<file path="src/rtl/perf_ctr_pkg.sv">
package perf_ctr_pkg;

    localparam int unsigned HALF_W = 32;
    localparam int unsigned ADDR_W = 12;

    typedef enum logic [2:0] {
        SEL_NONE,
        SEL_CYC_LO,
        SEL_CYC_HI,
        SEL_RET_LO,
        SEL_RET_HI
    } csr_sel_e;

endpackage

</file>
<file path="src/rtl/perf_ctr_decode.sv">
module perf_ctr_decode
    import perf_ctr_pkg::*;
#(
    parameter int unsigned AW = ADDR_W,
    parameter logic [AW-1:0] A_CYC_LO = 12'hB00,
    parameter logic [AW-1:0] A_CYC_HI = 12'hB80,
    parameter logic [AW-1:0] A_RET_LO = 12'hB02,
    parameter logic [AW-1:0] A_RET_HI = 12'hB82
) (
    input  logic          valid_i,
    input  logic [AW-1:0] addr_i,
    output csr_sel_e      sel_o,
    output logic          miss_o
);

    // Decode state: recomputed every cycle from the address.
    always_comb begin
        sel_o = SEL_NONE;
        if (valid_i) begin
            if (addr_i == A_CYC_LO)      sel_o = SEL_CYC_LO;
            else if (addr_i == A_CYC_HI) sel_o = SEL_CYC_HI;
            else if (addr_i == A_RET_LO) sel_o = SEL_RET_LO;
            else if (addr_i == A_RET_HI) sel_o = SEL_RET_HI;
        end
    end

    assign miss_o = valid_i && (sel_o == SEL_NONE);

endmodule

</file>
<file path="src/rtl/perf_ctr_split.sv">
module perf_ctr_split #(
    parameter int unsigned HW = 32
) (
    input  logic          clk_i,
    input  logic          rst_ni,
    input  logic          inc_i,
    input  logic          wr_lo_i,
    input  logic          wr_hi_i,
    input  logic [HW-1:0] wdata_i,
    output logic [HW-1:0] lo_o,
    output logic [HW-1:0] hi_o
);

    logic [HW-1:0] lo_q, hi_q, lo_d, hi_d;
    logic [HW:0]   lo_sum;
    logic          carry;

    // Next-state: increment with carry, then let a write override its half.
    always_comb begin
        lo_sum = {1'b0, lo_q} + (HW+1)'(inc_i);
        carry  = lo_sum[HW];
        lo_d   = wr_lo_i ? wdata_i : lo_sum[HW-1:0];
        hi_d   = wr_hi_i ? wdata_i : hi_q + HW'(carry);
    end

    // State register.
    always_ff @(posedge clk_i or negedge rst_ni) begin
        if (!rst_ni) begin
            lo_q <= '0;
            hi_q <= '0;
        end else begin
            lo_q <= lo_d;
            hi_q <= hi_d;
        end
    end

    assign lo_o = lo_q;
    assign hi_o = hi_q;

endmodule

</file>
<file path="src/rtl/perf_ctr_top.sv">
module perf_ctr_top
    import perf_ctr_pkg::*;
#(
    parameter int unsigned HW = HALF_W,
    parameter int unsigned AW = ADDR_W
) (
    input  logic          clk_i,
    input  logic          rst_ni,
    input  logic          retire_i,
    input  logic          csr_valid_i,
    input  logic          csr_we_i,
    input  logic [AW-1:0] csr_addr_i,
    input  logic [HW-1:0] csr_wdata_i,
    output logic [HW-1:0] csr_rdata_o,
    output logic          csr_miss_o
);

    localparam int unsigned NUM_CTR = 2;   // 0: cycles, 1: retired

    csr_sel_e             sel;
    logic [NUM_CTR-1:0]   inc, wr_lo, wr_hi;
    logic [HW-1:0]        lo_q [NUM_CTR];
    logic [HW-1:0]        hi_q [NUM_CTR];
    logic [2*HW-1:0]      cyc_val, ret_val;

    perf_ctr_decode #(.AW(AW)) u_dec (
        .valid_i (csr_valid_i),
        .addr_i  (csr_addr_i),
        .sel_o   (sel),
        .miss_o  (csr_miss_o)
    );

    assign inc = {retire_i, 1'b1};

    // Output process: read source and write target per decode state.
    always_comb begin
        wr_lo       = '0;
        wr_hi       = '0;
        csr_rdata_o = '0;
        unique case (sel)
            SEL_CYC_LO: begin wr_lo[0] = csr_we_i; csr_rdata_o = lo_q[0]; end
            SEL_CYC_HI: begin wr_hi[0] = csr_we_i; csr_rdata_o = hi_q[0]; end
            SEL_RET_LO: begin wr_lo[1] = csr_we_i; csr_rdata_o = lo_q[1]; end
            SEL_RET_HI: begin wr_hi[1] = csr_we_i; csr_rdata_o = hi_q[1]; end
            SEL_NONE:   ;
            default:    ;
        endcase
    end

    for (genvar g = 0; g < NUM_CTR; g++) begin : g_ctr
        perf_ctr_split #(.HW(HW)) u_ctr (
            .clk_i   (clk_i),
            .rst_ni  (rst_ni),
            .inc_i   (inc[g]),
            .wr_lo_i (wr_lo[g]),
            .wr_hi_i (wr_hi[g]),
            .wdata_i (csr_wdata_i),
            .lo_o    (lo_q[g]),
            .hi_o    (hi_q[g])
        );
    end

    assign cyc_val = {hi_q[0], lo_q[0]};
    assign ret_val = {hi_q[1], lo_q[1]};

endmodule

</file>
<file path="config.mk">
export PLATFORM = sky130hd
export DESIGN_NAME = perf_ctr_top
export DESIGN_NICKNAME = d
export VERILOG_FILES = /design/src/rtl/perf_ctr_pkg.sv /design/src/rtl/perf_ctr_decode.sv /design/src/rtl/perf_ctr_split.sv /design/src/rtl/perf_ctr_top.sv
export SDC_FILE = /design/constraint.sdc
export NUM_CORES = 1
export LEC_CHECK = 0
export BUFFER_PORTS_ARGS = -buffer_cell sky130_fd_sc_hd__buf_2
export CAP_MARGIN = 20
export CORE_ASPECT_RATIO = 0.5
export CORE_MARGIN = 4
export CORE_UTILIZATION = 37
export CTS_CLUSTER_DIAMETER = 80
export DETAILED_ROUTE_END_ITERATION = 16
export PLACE_DENSITY = 0.68
export SLEW_MARGIN = 5
export SYNTH_ARGS = -nofsm -noshare
export SYNTH_HDL_FRONTEND = slang
export SYNTH_SLANG_ARGS = --single-unit
</file>
<file path="constraint.sdc">
create_clock -name clk_i -period 3.3 [get_ports clk_i]
set_input_delay 0.33 -clock clk_i [delete_from_list [all_inputs] [get_ports clk_i]]
set_output_delay 0.33 -clock clk_i [all_outputs]
set_load 0.03 [all_outputs]
</file>
==> results.toml, run 1 <==
[setup_path]
path_cells = "nand4_1, nor2_2, nand4_1, nor4_2, ha_2, ha_1, nand3_1, or4_4, or4_1, a31oi_1"
cp.arrival_ns = 3.47
crit_top_cell = "nand4_1"
worstReg2RegEnd = "g_ctr[0].u_ctr.hi_o[30]"
cpPeakStageDelay_ns = 0.50
slowest_stage = "or4_4"
reg2reg_from = "g_ctr[0].u_ctr.lo_o[20]"
cp_top_family = "simple AND/OR/NAND/NOR gates"
required_ns = 3.64
reg2regPathDepth = 10
crit_path_start = "g_ctr[0].u_ctr.lo_o[20]"
cp_num_buf_inv = 0
end_kind = "flip-flop"
cp_max_fo = 9
crit_type = "flip-flop to flip-flop"
startpoint_type = "flip-flop"
ff2ff_setup_slack_ns = 0.17

[grt]
grt_overflow = 0
grtUsageTotal_pct = 19.9
antenna_found_initial = 0
grt_start_max_net_pins = 68
grt_pass1_vias = 6821
grt_pass1_wl_um = 38300

[sta]
max_freq_mhz = 320
finalHoldViolCount = 0
skew_ns = 0.00763
fin_crit_ns = 3.13
final_max_slew_viol_count = 0
whs_ns = 0.182
slew_headroom_pct = 35.9
fin_crit_sh_pct = 94.7
tightestPinTransition_ns = 0.961
setup_viol = 0

[worst_hold_path]
hold_path_depth = 3
hp-start = "csr_wdata_i[31]"
hold_class = "input pin to flip-flop"
worstHoldEndpoint = "g_ctr[0].u_ctr.lo_o[31]"

[synth]
synthCells = 866
synth-seq-cells = 128
synth.avg_cell_area_um2 = 9.30
synth_cell_type_count = 42
synth_warnings = 0
synth_nets = 922
yosysSeqAreaShare_pct = 39.8
synth_area_um2 = 8060

[cells_and_area]
layout_common_cells = "dfrtp_1 (128), nor2_1 (126), a21oi_1 (102)"
layout-drive-gt1-share_pct = 19.4
mostFrequentLayoutCell = "dfrtp_1"
antenna_cells = 0
nets = 1002
fin_area_um2 = 9420
syn_to_final_growth_pct = 16.9

[placed_design]
dp_hpwl_um = 16800
place_area_um2 = 8820
routabilityCongestion = 0.867
port_buffers = 81

[clock_network]
numCtsBuffers = 17
root_buffer = "clkbuf_16"
htree_levels = 4
clk_pin_slew_ns = 0.05
cts_max_path_buffers = 2
tritoncts = "done"
clkSinkCount = 128
clock_latency_ns = 0.43

[job]
maxCapViolCount = 0

[pwr]
p_per_area_nw_per_um2 = 424
power_mw = 4.00
power.leakage_nw = 4.06
ir_drop_mv = 0.342

[routing]
vias = 6923
drt_iter0_drc = 705
dr.pass1.iters = 6
drc = 0
totalWireLength_um = 23700
ant_nets = 0
wl_per_cell_um = 18.9
viasPerCell = 5.53

[outcome]
outcome = "finished, final reports clean"

[floorplanning]
boundaryPins = 82
chipHeight_um = 112
dieArea_um2 = 24300
coreArea_um2 = 21000
die_w_um = 217
start_util_pct = 38.4
num_rows = 37
-- routing by layer --
| layer | track usage [%] | part of all wire [%] | vias to the layer above |
|---|---|---|---|
| li1 | - | - | 3210 |
| met1 | 26.4 | 44 | 3422 |
| met2 | 32.9 | 48 | 257 |
| met3 | 3.41 | 5.9 | 34 |
| met4 | 7.50 | 2.6 | 0 |
| met5 | 0 | 0 | - |
-- worst reg2reg max path: cells and delay by family (launching register included) --
kind	cells	cell delay, ns
compound gates	1	0.17
fa+ha+maj	2	0.48
flops	1	0.44
simple gates	7	1.96
-- worst max path at each step --
stage	endpoint	cells past startpoint
floorplan	g_ctr[0].u_ctr.hi_o[30]	11
global placement	g_ctr[0].u_ctr.hi_o[30]	10
detailed placement	g_ctr[0].u_ctr.hi_o[30]	10
CTS	g_ctr[0].u_ctr.hi_o[30]	10
global route	g_ctr[0].u_ctr.hi_o[30]	10
finish	g_ctr[0].u_ctr.hi_o[30]	10
-- cells in the mapped netlist (all sizes together) --
| master | n | area share [%] |
|---|---|---|
| nand4 | 41 | 3.3 |
| and3 | 10 | 0.78 |
| xor2 | 61 | 6.6 |
| nor3 | 24 | 1.6 |
| o31ai | 1 | 0.093 |
| dfrtp | 128 | 40 |
| a21oi | 102 | 6.3 |
| ha | 7 | 1.1 |
| inv | 19 | 0.89 |
| nor4bb | 1 | 0.12 |
| mux2 | 7 | 0.98 |
| nor4 | 11 | 1.2 |
| nand2 | 54 | 2.5 |
| and2 | 40 | 3.1 |
| nand4b | 2 | 0.30 |
| clkbuf | 32 | 1.6 |
| nor2 | 127 | 5.9 |
| mux4 | 32 | 9.0 |
| nand3 | 42 | 2.6 |
| or4 | 5 | 0.53 |
| and4bb | 1 | 0.16 |
| or3 | 4 | 0.33 |
| o21ai | 16 | 0.99 |
| and4 | 20 | 2.2 |
| xnor2 | 59 | 6.4 |
| a31oi | 1 | 0.078 |
| buf | 15 | 1.2 |
| nor2b | 2 | 0.16 |
| nor3b | 1 | 0.093 |
| o21a | 1 | 0.093 |
-- through the flow --
| stage | utilization (%) | setup slack, ns | setup TNS [ns] | std cells |
|---|---|---|---|---|
| after global placement | 42.1 | 0.166 | 0 | 1217 |
| after detailed placement | 42.1 | 0.0736 | 0 | 1217 |
| after CTS | 44.8 | 0.0647 | 0 | 1250 |
| after global routing | 44.9 | -0.0247 | -0.0247 | 1251 |
| after floorplan | - | 0.219 | 0 | 866 |
| final | 44.9 | 0.174 | 0 | 1251 |
-- state kept, by name (all words and copies together), names as in the netlist --
name / count
g_ctr.u_ctr.hi_o: 64
g_ctr.u_ctr.lo_o: 64
-- where the power goes --
group,internal [mW],leakage [nW],switching (mW)
registers,1.65,1.49,0.102
logic,0.196,2.29,0.191
clock network,1.17,0.282,0.690
total,3.01,4.06,0.983
-- repair_timing --
item / 4_1_cts / 5_1_grt
setup endpoints to repair: 0 / 17
setup buffers: 0 / 1
hold buffers: 1 / 0
hold endpoints to repair: 23 / 0
gates resized for setup: 0 / 3
-- logic make-up after synthesis --
group / Yosys count / share of synthesized area, %
adder cells (fa/ha/maj): 7 / 1.09
buffers and inverters: 66 / 3.70
AND/OR/NAND/NOR: 385 / 24.8
flip-flops: 128 / 39.8
XOR/XNOR: 120 / 13.0
multiplexers: 39 / 9.97
AO/OA/AOI/OAI: 121 / 7.59
-- final cells by class --
cell class / instances / area, um^2
Inverter: 19 / 71.3
Clock inverter: 6 / 80.1
Timing Repair Buffer: 108 / 638
Fill cell: 1987 / 11600
Clock buffer: 26 / 489
Tap cell: 292 / 365
Multi-Input combinational cell: 672 / 4570
Sequential cell: 128 / 3200
No activity file was read; power rests on OpenSTA's default activity.
==> run 2, diff against run 1 <==
Settings changed: RECOVER_POWER from default to 100.
==> run 2 against run 1 <==
The run now ends with capacitance limit, slew limit left; maximum frequency is essentially flat; first-iteration DRC count grew 1.8%; combinational power is essentially flat.
==> results.toml, run 2 (same netlist as run 1, synthesis figures left out) <==
[grt]
gr-usage-met1_pct = 26.4
grtUsageTotal_pct = 19.9
grt_pass1_vias = 6821
grt-busiest-layer = "met2"
grt_use_met2_pct = 32.9
antenna_found_initial = 0
grt_pass1_wl_um = 38300
grt_overflow = 0
grt_start_max_net_pins = 68
use_met3_pct = 3.41

[clock_network]
clk_pin_slew_ns = 0.06
htree_levels = 4
numCtsBuffers = 17
cts_max_path_buffers = 2
root_buffer = "clkbuf_16"
clkSinkCount = 128
clock_latency_ns = 0.43
tritoncts = "done"

[sta]
finalHoldViolCount = 0
setup_viol = 0
max_freq_mhz = 320
tns_ns = 0
skew_ns = 0.00725
fin_crit_ns = 3.13
whs_ns = 0.181
timing.final.ws_setup_ns = 0.171
slew_headroom_pct = -2.35
final_max_slew_viol_count = 17
tightestPinTransition_ns = 1.54
fin_crit_sh_pct = 94.8

[setup_path]
startpoint_type = "flip-flop"
required_ns = 3.64
cpPeakStageDelay_ns = 0.49
crit_type = "flip-flop to flip-flop"
cp_max_fo = 9
reg2reg_from = "g_ctr[0].u_ctr.lo_o[20]"
slowest_stage = "or4_4"
cp_num_buf_inv = 0
ff2ff_setup_slack_ns = 0.17
cp_top_family = "simple AND/OR/NAND/NOR gates"
reg2regPathDepth = 10
cp.arrival_ns = 3.47
path_cells = "nand4_1, nor2_2, nand4_1, nor4_2, ha_2, ha_1, nand3_1, or4_4, or4_1, a31oi_1"
end_kind = "flip-flop"
worstReg2RegEnd = "g_ctr[0].u_ctr.hi_o[30]"
crit_top_cell = "nand4_1"

[placed_design]
port_buffers = 81
routabilityCongestion = 0.867
place_ws_ns = 0.0736
dp_hpwl_um = 16800

[routing]
drt_iter0_drc = 718
drc = 0
viasPerCell = 5.51
dr.pass1.iters = 5
totalWireLength_um = 23700
ant_nets = 0
vias = 6888
wl_per_cell_um = 19.0

[cells_and_area]
layout-drive-gt1-share_pct = 16.7
layout_common_cells = "dfrtp_1 (128), nor2_1 (126), a21oi_1 (102)"
fillers = 2008
mostFrequentLayoutCell = "dfrtp_1"
multi_input_area_um2 = 4550
nets = 1002
seq_area_um2 = 3200
syn_to_final_growth_pct = 15.9
antenna_cells = 0

[floorplanning]
chipHeight_um = 112
start_util_pct = 38.4
die_w_um = 217
dieArea_um2 = 24300
num_rows = 37
coreArea_um2 = 21000
boundaryPins = 82

[pwr]
swShare_pct = 24.6
seqPwrFrac_pct = 43.9
power_frac_clock_pct = 46.5
p_per_area_nw_per_um2 = 428
p_int_mw = 3.01
combPwrFrac_pct = 9.6
power.leakage_nw = 3.93
power_switching_uw = 981
ir_drop_mv = 0.341

[outcome]
violations = "capacitance limit, slew limit"
outcome = "finished, violations left"

[job]
maxCapViolCount = 1

[worst_hold_path]
hp-start = "csr_wdata_i[28]"
hold_path_depth = 3
worstHoldEndpoint = "g_ctr[0].u_ctr.lo_o[28]"
hold_class = "input pin to flip-flop"
[run 2: cell count changes in the layout (fill, tap and decap cells not counted), sizes merged]
cell | before | now
clkbuf | 26 | 71
buf | 107 | 62
[run 2: worst max path at each step]
stage / start / endpoint / slack (ns) / cells past startpoint
2_1_floorplan: g_ctr[0].u_ctr.lo_o[14] / g_ctr[0].u_ctr.hi_o[30] / 0.22 / 11
3_3_place_gp: g_ctr[0].u_ctr.lo_o[20] / g_ctr[0].u_ctr.hi_o[30] / 0.17 / 10
3_5_place_dp: g_ctr[0].u_ctr.lo_o[20] / g_ctr[0].u_ctr.hi_o[30] / 0.07 / 10
4_1_cts: g_ctr[0].u_ctr.lo_o[20] / g_ctr[0].u_ctr.hi_o[30] / 0.06 / 10
5_1_grt: g_ctr[0].u_ctr.lo_o[20] / g_ctr[0].u_ctr.hi_o[30] / -0.03 / 10
6_report: g_ctr[0].u_ctr.lo_o[20] / g_ctr[0].u_ctr.hi_o[30] / 0.17 / 10
[run 2: power groups by stage]
stage	Combinational, mW	Sequential (mW)	Clock, mW
3_3_place_gp	0.374	1.77	0
3_5_place_dp	0.385	1.78	0
2_1_floorplan	0.235	1.75	0
6_report	0.384	1.75	1.86
5_1_grt	0.426	1.77	1.94
4_1_cts	0.389	1.75	1.88
[run 2: layer usage]
layer / up-vias / routed length (um)
met5: - / 0
met3: 33 / 1600
met2: 249 / 11200
li1: 3220 / -
met1: 3386 / 10300
met4: 0 / 622
[run 2: cell type report]
| cell class | instances | share of cell area [%] |
|---|---|---|
| flip-flops and latches | 128 | 34.3 |
| repair buffers | 108 | 6.13 |
| clock buffers | 26 | 5.24 |
| well taps | 292 | 3.91 |
| inverters | 19 | 0.764 |
| clock inverters | 6 | 0.858 |
| multi-input cells | 672 | 48.8 |
[run 2: repair_timing]
item                                    in CTS  in global routing
hold endpoints to repair                    23                  0
setup buffers                                0                  1
gates resized for setup                      0                  3
hold buffers                                 1                  0
endpoints found under the setup margin       0                 17
[run 2: per-stage QoR]
| step | instances | cell area (um^2) | util [%] | total power, mW |
|---|---|---|---|---|
| after floorplan | 866 | 8060 | - | 1.98 |
| after detailed placement | 1217 | 8820 | 42.1 | 2.16 |
| after CTS | 1250 | 9400 | 44.8 | 4.01 |
| after global routing | 1251 | 9340 | 44.5 | 4.13 |
| after global placement | 1217 | 8820 | 42.1 | 2.14 |
| final | 1251 | 9340 | 44.5 | 3.99 |
[run 2: worst reg2reg max path, stage by stage (launching register included)]
cell and delay, ns:
dfrtp_1 0.44, nand4_1 0.22, nor2_2 0.24, nand4_1 0.15, nor4_2 0.35, ha_2 0.30
ha_1 0.18, nand3_1 0.08, or4_4 0.50, or4_1 0.42, a31oi_1 0.17
==> run 3, diff against run 2 <==
Settings changed: PLACE_DENSITY 0.68 to 0.66.
Clock period 3.3 ns to 3.61 ns, I/O delays scaled along.
==> run 3 against run 2 <==
The flow still finishes with violations (capacitance limit, slew limit); wire length fell by 0.96%; via count fell by 0.20%; design area barely moved; non-clock buffer count fell by 6; clock-buffer cell count fell by 3; global-route usage fell by 0.42 points; critical path type unchanged; die area did not move; register-to-register slack improved by 0.06 ns; clock power barely moved; sequential power fell by 9%.
==> results.toml, run 3 (same netlist as run 1, synthesis figures left out) <==
[routing]
drt_iter0_drc = 478
drc = 0
dr.pass1.iters = 5
ant_nets = 0
vias = 6874
wl_per_cell_um = 18.9
viasPerCell = 5.52
totalWireLength_um = 23500

[placed_design]
place_ws_ns = 0.245
routabilityCongestion = 0.900
place_area_um2 = 8780
port_buffers = 81
dp.cells = 1212
dp_hpwl_um = 16600

[setup_path]
startpoint_type = "flip-flop"
reg2regPathDepth = 10
cp_num_buf_inv = 2
end_kind = "flip-flop"
required_ns = 3.86
path_cells = "nand4_1, nor4_1, clkbuf_1, and4_1, ha_1, nand4_1, clkbuf_2, nor3_1, xnor2_1, a21oi_1"
worstReg2RegEnd = "g_ctr[1].u_ctr.hi_o[19]"
ff2ff_setup_slack_ns = 0.23
crit_type = "flip-flop to flip-flop"
cp_top_family = "simple AND/OR/NAND/NOR gates"
cp_max_fo = 9
crit_path_start = "g_ctr[1].u_ctr.lo_o[13]"
cp.arrival_ns = 3.62
slowest_stage = "dfrtp_1"
cpPeakStageDelay_ns = 0.48
crit_top_cell = "nand4_1"
reg2reg_from = "g_ctr[1].u_ctr.lo_o[13]"

[cells_and_area]
syn_to_final_growth_pct = 16.0
layout-drive-gt1-share_pct = 15.6
fillers = 1992
fin_area_um2 = 9340
fin_cells = 1245
antenna_cells = 0
layout_common_cells = "dfrtp_1 (128), nor2_1 (126), a21oi_1 (102)"
mostFrequentLayoutCell = "dfrtp_1"
fin_util_pct = 44.5
nets = 996

[sta]
timing.final.ws_setup_ns = 0.233
slew_headroom_pct = -52.6
whs_ns = 0.221
max_freq_mhz = 296
fin_crit_sh_pct = 93.5
fin_crit_ns = 3.38
rsz0062_at_grt = "false"
finalHoldViolCount = 0
skew_ns = 0.00967
final_max_slew_viol_count = 39
setup_viol = 0
tns_ns = 0
tightestPinTransition_ns = 2.29

[clock_network]
clock_latency_ns = 0.41
htree_levels = 4
cts_max_path_buffers = 2
clkSinkCount = 128
tritoncts = "done"
clk_pin_slew_ns = 0.06
root_buffer = "clkbuf_16"
numCtsBuffers = 17

[grt]
grt_pass1_wl_um = 37800
grtUsageTotal_pct = 19.5
grt_overflow = 0
grt_start_max_net_pins = 63
antenna_found_initial = 0
grt_pass1_vias = 6998

[outcome]
violations = "capacitance limit, slew limit"
outcome = "finished, violations left"

[job]
maxCapViolCount = 1

[floorplanning]
dieArea_um2 = 24300
start_util_pct = 38.4
boundaryPins = 82
die_w_um = 217
num_rows = 37
chipHeight_um = 112
coreArea_um2 = 21000

[pwr]
p_per_area_nw_per_um2 = 409
ir_drop_mv = 0.365
power_mw = 3.82
power.leakage_nw = 3.93

[worst_hold_path]
hp-start = "csr_wdata_i[31]"
hold_class = "input pin to flip-flop"
worstHoldEndpoint = "g_ctr[0].u_ctr.lo_o[31]"
hold_path_depth = 3
run 3: changes by cell type in the layout (fill, tap and decap cells not counted), moves of 2 or more:
cell	before	now
clkbuf_1	29	31
and2_0	0	9
buf_4	14	8
and2_1	40	31
nor4_1	8	10
bufinv_16	2	4
clkinv_2	4	2
clkbuf_2	20	5
buf_2	47	57
clkbuf_4	2	0
clkinvlp_4	0	2
run 3: timing repair:
item                                    in CTS  in global routing
endpoints found under the setup margin       0                  3
hold endpoints to repair                    37                  0
hold buffers                                 1                  0
buffers inserted                             0                  0
resized for setup                            0                  2
run 3: worst max path at each step:
stage / slack [ns] / cells past startpoint / end
3_3_place_gp: 0.35 / 10 / g_ctr[0].u_ctr.hi_o[30]
2_1_floorplan: 0.53 / 11 / g_ctr[0].u_ctr.hi_o[30]
4_1_cts: 0.23 / 10 / g_ctr[0].u_ctr.hi_o[30]
3_5_place_dp: 0.25 / 10 / g_ctr[0].u_ctr.hi_o[30]
5_1_grt: 0.02 / 3 / g_ctr[0].u_ctr.hi_o[18]
6_report: 0.23 / 10 / g_ctr[1].u_ctr.hi_o[19]
run 3: layout make-up:
type	instances	area [um^2]	area share, %
inverters	19	71.3	0.763
repair buffers	102	529	5.66
well taps	292	365	3.91
flip-flops and latches	128	3200	34.3
multi-input cells	672	4530	48.5
clock inverters	9	154	1.65
clock buffers	23	488	5.22
run 3: where the power goes:
group | switching [mW] | internal (mW)
registers | 0.0925 | 1.51
logic | 0.171 | 0.177
clock network | 0.643 | 1.23
run 3: worst reg2reg max path, delay by kind of cell, from the launching register on:
kind                       cells  cell delay (ns)
buffers and inverters          2             0.77
and+or+nand+nor                5             1.49
xor gates and xnor gates       1             0.14
adders and majority gates      1             0.23
DFF                            1             0.48
AOI/OAI and AO/OA              1             0.10
run 3: per-layer routing:
| metal | up-vias | GRT usage (%) | share of wire [%] |
|---|---|---|---|
| met3 | 38 | 3.65 | 5.5 |
| met2 | 236 | 30.7 | 47 |
| met4 | 0 | 7.58 | 2.1 |
| li1 | 3206 | - | - |
| met5 | - | 0 | 0 |
| met1 | 3394 | 26.8 | 46 |
